<file path="src/rtl/pctl_pkg.sv">
// Package: shared opcode values and per-stage control group types.
// Assumes a 6-bit major opcode; field order inside each struct is local.
package pctl_pkg;

    localparam int OPC_W = 6;

    localparam logic [OPC_W-1:0] OPC_RFMT  = 6'd0;
    localparam logic [OPC_W-1:0] OPC_LOAD  = 6'd35;
    localparam logic [OPC_W-1:0] OPC_STORE = 6'd43;
    localparam logic [OPC_W-1:0] OPC_BEQ   = 6'd4;

    localparam int ALU_MODE_W = 2;

    localparam logic [ALU_MODE_W-1:0] ALU_MODE_ADD  = 2'b00;
    localparam logic [ALU_MODE_W-1:0] ALU_MODE_SUB  = 2'b01;
    localparam logic [ALU_MODE_W-1:0] ALU_MODE_FUNC = 2'b10;

    typedef struct packed {
        logic                  dst_rd;
        logic [ALU_MODE_W-1:0] alu_mode;
        logic                  imm_sel;
    } ex_grp_t;

    typedef struct packed {
        logic branch;
        logic rd_en;
        logic wr_en;
    } mem_grp_t;

    typedef struct packed {
        logic from_mem;
        logic reg_we;
    } wb_grp_t;

    typedef struct packed {
        ex_grp_t  ex;
        mem_grp_t mem;
        wb_grp_t  wb;
    } idex_ctl_t;

    typedef struct packed {
        mem_grp_t mem;
        wb_grp_t  wb;
        logic     zero;
    } exmem_ctl_t;

endpackage

</file>
<file path="src/rtl/op_decoder.sv">
// Module: op_decoder
// Purely combinational main decoder. It maps the decode-stage opcode onto the
// three per-stage control groups. Assumes don't-care bits are driven 0 and
// any opcode outside the supported set yields an all-zero (bubble) word.
module op_decoder
    import pctl_pkg::*;
(
    input  logic [OPC_W-1:0] opcode,
    output idex_ctl_t        ctl
);

    // Opcode to control-word table.
    always_comb begin
        ctl = '0;
        unique case (opcode)
            OPC_RFMT: begin
                ctl.ex.dst_rd   = 1'b1;
                ctl.ex.alu_mode = ALU_MODE_FUNC;
                ctl.wb.reg_we   = 1'b1;
            end
            OPC_LOAD: begin
                ctl.ex.alu_mode = ALU_MODE_ADD;
                ctl.ex.imm_sel  = 1'b1;
                ctl.mem.rd_en   = 1'b1;
                ctl.wb.from_mem = 1'b1;
                ctl.wb.reg_we   = 1'b1;
            end
            OPC_STORE: begin
                ctl.ex.alu_mode = ALU_MODE_ADD;
                ctl.ex.imm_sel  = 1'b1;
                ctl.mem.wr_en   = 1'b1;
            end
            OPC_BEQ: begin
                ctl.ex.alu_mode = ALU_MODE_SUB;
                ctl.mem.branch  = 1'b1;
            end
            default: ctl = '0;
        endcase
    end

endmodule

</file>
<file path="src/rtl/flush_reg.sv">
// Module: flush_reg
// One pipeline control register of width W. It loads on every edge with no
// enable. A synchronous active-low reset or a high flush loads zeros, which
// forms a bubble. Assumes flush is already aligned to the loading edge.
module flush_reg #(
    parameter int W = 8
) (
    input  logic         clk,
    input  logic         rst_n,
    input  logic         flush,
    input  logic [W-1:0] d,
    output logic [W-1:0] q
);

    // Register with reset/flush to zero.
    always_ff @(posedge clk) begin
        if (!rst_n || flush) begin
            q <= '0;
        end else begin
            q <= d;
        end
    end

    // a flush always leaves an all-zero word one edge later.
    p_flush_bubble_r8: assert property (@(posedge clk) disable iff (!rst_n)
        flush |=> (q == '0));

    // without a flush the register follows its input every edge.
    p_load_every_edge_r11: assert property (@(posedge clk) disable iff (!rst_n)
        !flush |=> (q == $past(d)));

endmodule

</file>
<file path="src/rtl/pipe_ctl_top.sv">
// Module: pipe_ctl_top
// Main control for a five-stage pipeline. The decoder output is split into
// execute, memory and write-back groups that move through three control
// registers. Decode and execute flushes zero what enters the next register.
// The branch redirect is formed from the memory-stage branch bit and the
// zero flag captured with it. Assumes alu_zero_i belongs to the instruction
// currently in execute.
module pipe_ctl_top
    import pctl_pkg::*;
(
    input  logic                  clk,
    input  logic                  rst_n,
    input  logic [OPC_W-1:0]      opcode_i,
    input  logic                  flush_id_i,
    input  logic                  flush_ex_i,
    input  logic                  alu_zero_i,
    output logic                  ex_dst_rd_o,
    output logic [ALU_MODE_W-1:0] ex_alu_mode_o,
    output logic                  ex_imm_sel_o,
    output logic                  mem_branch_o,
    output logic                  mem_rd_en_o,
    output logic                  mem_wr_en_o,
    output logic                  wb_from_mem_o,
    output logic                  wb_reg_we_o,
    output logic                  take_branch_o
);

    localparam int IDEX_W  = $bits(idex_ctl_t);
    localparam int EXMEM_W = $bits(exmem_ctl_t);
    localparam int MEMWB_W = $bits(wb_grp_t);

    idex_ctl_t  dec_ctl;
    idex_ctl_t  idex_q;
    exmem_ctl_t exmem_d;
    exmem_ctl_t exmem_q;
    wb_grp_t    memwb_q;
    logic [IDEX_W-1:0]  idex_raw;
    logic [EXMEM_W-1:0] exmem_raw;
    logic [MEMWB_W-1:0] memwb_raw;

    op_decoder u_dec (
        .opcode (opcode_i),
        .ctl    (dec_ctl)
    );

    // Decode -> execute control register.
    flush_reg #(.W(IDEX_W)) u_idex (
        .clk   (clk),
        .rst_n (rst_n),
        .flush (flush_id_i),
        .d     (dec_ctl),
        .q     (idex_raw)
    );
    assign idex_q = idex_ctl_t'(idex_raw);

    // Bundle the groups that move past execute, plus the zero flag.
    always_comb begin
        exmem_d.mem  = idex_q.mem;
        exmem_d.wb   = idex_q.wb;
        exmem_d.zero = alu_zero_i;
    end

    // Execute -> memory control register.
    flush_reg #(.W(EXMEM_W)) u_exmem (
        .clk   (clk),
        .rst_n (rst_n),
        .flush (flush_ex_i),
        .d     (exmem_d),
        .q     (exmem_raw)
    );
    assign exmem_q = exmem_ctl_t'(exmem_raw);

    // Memory -> write-back control register (never flushed).
    flush_reg #(.W(MEMWB_W)) u_memwb (
        .clk   (clk),
        .rst_n (rst_n),
        .flush (1'b0),
        .d     (exmem_q.wb),
        .q     (memwb_raw)
    );
    assign memwb_q = wb_grp_t'(memwb_raw);

    // Drive the stage outputs from their own register.
    always_comb begin
        ex_dst_rd_o   = idex_q.ex.dst_rd;
        ex_alu_mode_o = idex_q.ex.alu_mode;
        ex_imm_sel_o  = idex_q.ex.imm_sel;
        mem_branch_o  = exmem_q.mem.branch;
        mem_rd_en_o   = exmem_q.mem.rd_en;
        mem_wr_en_o   = exmem_q.mem.wr_en;
        wb_from_mem_o = memwb_q.from_mem;
        wb_reg_we_o   = memwb_q.reg_we;
    end

    // Branch redirect for the memory stage.
    assign take_branch_o = exmem_q.mem.branch & exmem_q.zero;

    // the memory group seen now is the one execute held one edge ago.
    p_mem_follows_r7: assert property (@(posedge clk) disable iff (!rst_n)
        !flush_ex_i |=> ({mem_branch_o, mem_rd_en_o, mem_wr_en_o} == $past(idex_q.mem)));

    // the write-back outputs trail the memory-stage group by one edge.
    p_wb_follows_r7: assert property (@(posedge clk) disable iff (!rst_n)
        1'b1 |=> ({wb_from_mem_o, wb_reg_we_o} == $past(exmem_q.wb)));

    // a redirect needs a zero flag on the previous edge and a branch now.
    p_take_needs_zero_r10: assert property (@(posedge clk) disable iff (!rst_n)
        take_branch_o |-> ($past(alu_zero_i) && mem_branch_o));

    // memory read and write are never requested together.
    p_mem_excl_r4: assert property (@(posedge clk) disable iff (!rst_n)
        !(mem_rd_en_o && mem_wr_en_o));

    // only loads select memory data, and loads always write a register.
    p_from_mem_we_r3: assert property (@(posedge clk) disable iff (!rst_n)
        wb_from_mem_o |-> wb_reg_we_o);

endmodule

</file>
<file path="config.mk">
export PLATFORM = sky130hd
export DESIGN_NAME = pipe_ctl_top
export DESIGN_NICKNAME = d
export VERILOG_FILES = /design/src/rtl/pctl_pkg.sv /design/src/rtl/op_decoder.sv /design/src/rtl/flush_reg.sv /design/src/rtl/pipe_ctl_top.sv
export SDC_FILE = /design/constraint.sdc
export NUM_CORES = 1
export LEC_CHECK = 0
export ABC_AREA = 1
export BUFFER_PORTS_ARGS = -buffer_cell sky130_fd_sc_hd__buf_2
export CORE_AREA = 2 2 39 41
export DETAILED_ROUTE_END_ITERATION = 10
export DIE_AREA = 0 0 41 43
export GPL_ROUTABILITY_DRIVEN = 0
export PLACE_DENSITY = 0.71
export REMOVE_ABC_BUFFERS = 1
export SYNTH_ARGS = -nofsm -noshare
export SYNTH_HDL_FRONTEND = slang
export SYNTH_SLANG_ARGS = --single-unit
</file>
<file path="constraint.sdc">
create_clock -name clk -period 0.9 [get_ports clk]
set_clock_uncertainty 0.15 [all_clocks]
set_input_delay 0.09 -clock clk [delete_from_list [all_inputs] [get_ports clk]]
set_output_delay 0.09 -clock clk [all_outputs]
set_load 0.02 [all_outputs]
</file>
* Yosys cells after proc, flatten, opt, wreduce, memory -nomap -nowiden
Index checks and enable logic that the tools add are counted.
** Storage, ports and cells
- Register bits :: 17
- Bits of input ports :: 11
- Output and inout bits :: 10
- Logic and storage cells :: 20
** Cells by class
- Eq/ne operators :: 3
- Mux-type cells :: 7
- Bitwise operators :: 1
- Reduce and logical (&&, ||, !) cells :: 6
** Operators by type and width (count)
- $eq A6 B6 Y1 const B :: 2
- $eq A6 B3 Y1 const B :: 1
- $logic_not A6 Y1 :: 1
- $mux W1 :: 6
- $pmux W2 S2 :: 1
- $reduce_or A2 Y1 :: 2
- $logic_or A1 B1 Y1 :: 2
- $and A1 B1 Y1 :: 1
- $logic_not A1 Y1 :: 1

* Depth between registers and ports, before layout
- Word-level depth :: 3
- Mapped depth :: 5

* Hierarchy
Synthesis repeated with hierarchy kept, for this count alone.
** Unflattened totals
- Cell total of the unflattened synthesis :: 83
- Area total of the unflattened synthesis :: 610.6 µm²
** By module, submodules not included
- flush_reg at u_idex :: times used 1, cells an instance 29, area an instance 262.8 µm², seq. area each 180.2 µm²
- flush_reg at u_exmem :: times used 1, cells an instance 20, area an instance 175.2 µm², seq. area each 120.1 µm²
- op_decoder :: times used 1, cells an instance 23, area an instance 98.8 µm², seq. area each 0.0 µm²
- flush_reg at u_memwb :: times used 1, cells an instance 8, area an instance 62.6 µm², seq. area each 40.0 µm²
- pipe_ctl_top :: times used 1, cells an instance 3, area an instance 11.3 µm², seq. area each 0.0 µm²

* Worst setup path before layout
Ideal clock, no wire load.
- Kind :: register to output
- From :: register u_exmem.q[5]
- To :: output take_branch_o
- Data arrival time :: 634 ps
- Path slack :: 26 ps
- Cell stages (with the launch flop) :: 3
- Buffers on the path :: 0
- Cells stage by stage :: dfxtp_1 nand2_1 inv_1
** On the way
- Word-level cells in the longest chain between the ends :: 1
** Ends and longest elaborated chain
- from (decl) :: line flush_reg.sv:12 : output logic [W-1:0] q
- from (signal assigned) :: line flush_reg.sv:18 : q <= '0;
- from (signal assigned) :: line flush_reg.sv:20 : q <= d;
- $and A1 B1 Y1 :: line pipe_ctl_top.sv:96 : assign take_branch_o = exmem_q.mem.branch & exmem_q.zero;
- to (decl) :: line pipe_ctl_top.sv:25 : output logic take_branch_o
Every way passes these cells.

* Final worst setup path
Ends and elaborated chain as after synthesis.

==> impl_metrics.toml <==
[status]
status = "finished, violations left"
violations = "hold timing, setup timing"

[power]
power_mw = 1.134
p_leak_nw = 0.4204
cellPowerDensity_mw_per_mm2 = 1571
peakVddDrop_uv = 559.3

[yosys]
ys_ff_latch = 14
yosys.area.top_type = "dfxtp_1"
post_synth_mux_area_share_pct = 0
synth_compound_area_share_pct = 0
seq_area_frac_synth_pct = 57.29
synth_area_leaders = "dfxtp_1 (57%), inv_1 (15%), nand2_1 (13%), nor2_1 (7.7%), buf_4 (3.1%)"
synth_xor_area_share_pct = 0
synthCells = 66
yosys_warnings = 0
yosys.area_share.adder_pct = 0
synthesis.area_um2 = 489.2
ys_types = 8
synth_top_family_by_area = "simple AND/OR/NAND/NOR gates"
synthSimpleGateAreaFrac_pct = 24.30
syn_area_per_cell_um2 = 7.412
synth_top_cell_area_share_pct = 57.29

[routing]
drt-total-wl_um = 765
antenna_left = 0
avgViaCountPerCell = 3.943
drt_iter0_markers = 4
drt-pass1-iter-count = 4
wl_per_cell_um = 7.217
dr_total_vias = 418
drcViolationCount = 0

[grt]
grt_pass1_wl_mm = 1.214
grt_max_degree = 9
grtUsageMet3_pct = 3.141
grt.overflow.total = 0
grtUsageMet1_pct = 10.46
antenna_found_initial = 0
top_usage_layer = "met2"
met2_usage_pct = 16.56
first_global_vias = 342
track_usage_pct = 11.00

[cells_and_area]
multiInputGateArea_um2 = 121.4
final_common_cell = "inv_1"
layout-drive-gt1-share_pct = 42.22
n_fill_cell = 131
diodes = 0
final_area_um2 = 721.9
fin_util_pct = 52.17
fin_nets = 102
fin_cells = 106
final_cell_mix = "inv_1 (19), nand2_1 (16), buf_2 (11)"
area_growth_pct = 47.57
register_area_um2 = 292.8

[floorplanning]
fp.dieH_um = 43
fp.coreArea_mm2 = 0.001384
dieArea_mm2 = 0.001763
die_x_um = 41
initial_core_util_pct = 35.35
ios = 21
num_rows = 14

[clocking]
ctsHtreeMaxLevel = 1
clk_latency_ns = 0.28
cts_buffer_depth = 2
cts_tree = "built"
cts.clk_slew.worst_paths_ns = 0.08
cts_hold_buf = 2
cts_root_buffer = "clkbuf_4"
cts.sinks = 14
cts_buffers = 3
cts_setup_buffers = 0

[timing]
min_period_ns = 1.050
tightest_slew_ns = 0.1691
period_share_pct = 116.7
fin_hold_ws_ns = -0.1026
fmax_ghz = 0.9524
slew_headroom_pct = 88.70
grt_setup_unrepaired = "true"
fin_ws_ns = -0.1500
finalSetupTns_ns = -0.7438
drv_slew = 0
hold_violations = 9
setup_viol = 10

[place]
place_area_um2 = 594.3
portBuffers = 20
pre_cts_ws_ns = 0.09374
dp_hpwl_um = 575.1
post-place-cells = 100

[hold_path]
min_from = "opcode_i[4]"
hold_depth = 4
hold_end = "u_idex.q[6]"
hp-class = "in -> reg"

[worst_setup_path]
cp-end-kind = "primary output"
arrival_ns = 0.81
cpMaxStageDelayCell = "dfxtp_2"
path_class = "reg -> out"
reg2reg_to = "u_exmem.q[5]"
cpPeakStageDelay_ns = 0.34
reg2reg_setup_slack_ns = 0.23
worstPathMaxFanout = 2
critPathRequiredTime_ns = 0.66
path_cells = "nand2_2, inv_2, buf_6"
r2r-start = "u_idex.q[6]"
r2r_cells = 2
start_kind = "register"

[flow_run]
maxCapViolations = 0
==> where the power goes <==
part	switching, mW	total [mW]	internal, mW
logic	0.0347	0.0687	0.0340
clock network	0.196	0.442	0.246
registers	0.00137	0.624	0.622
==> flip-flops by register name (all words and copies together) (netlist names) <==
register / count
u_idex.q: 7
u_exmem.q: 5
u_memwb.q: 2
==> cell type report <==
cell class / instances / area share, %
Multi-Input combinational cell: 30 / 16.81
Timing Repair Buffer: 22 / 24.44
Clock buffer: 4 / 5.026
Tap cell: 16 / 2.773
Sequential cell: 14 / 40.55
Inverter: 20 / 10.40
==> cell usage after synthesis, drive strengths merged <==
cell type	count
buf	2
dfxtp	14
nor3	1
inv	20
nor2	11
nand2	18
==> kinds of logic after synthesis <==
| kind of cell | after synthesis |
|---|---|
| buffers and inverters | 22 |
| DFF | 14 |
| and+or+nand+nor | 30 |
==> critical path: cells and delay by family, from the launching register on <==
kind | cells | cell delay (ns)
buffers and inverters | 2 | 0.14
DFF | 1 | 0.34
and+or+nand+nor | 1 | 0.05
==> routing by layer <==
metal	up-vias	wire (um)
met2	21	355
met1	169	298
met3	3	82
met5	-	0
met4	0	28
li1	225	-
==> timing repair <==
action,CTS,global route
gates cloned,0,0
pin swaps,1,0
resized for setup,27,3
endpoints found under the setup margin,10,10
hold endpoints to repair,10,3
==> worst max path at each step <==
stage | startpoint | to | slack [ns] | cells past startpoint
after detailed placement | flush_id_i | u_idex.q[0] | 0.09 | 6
after global placement | flush_id_i | u_idex.q[0] | 0.10 | 6
final | u_exmem.q[5] | take_branch_o | -0.15 | 3
after global routing | u_exmem.q[5] | take_branch_o | -0.20 | 3
after CTS | u_exmem.q[5] | take_branch_o | -0.17 | 3
after floorplan | u_exmem.q[5] | take_branch_o | 0.03 | 2
(Power assumes the default switching activity.)
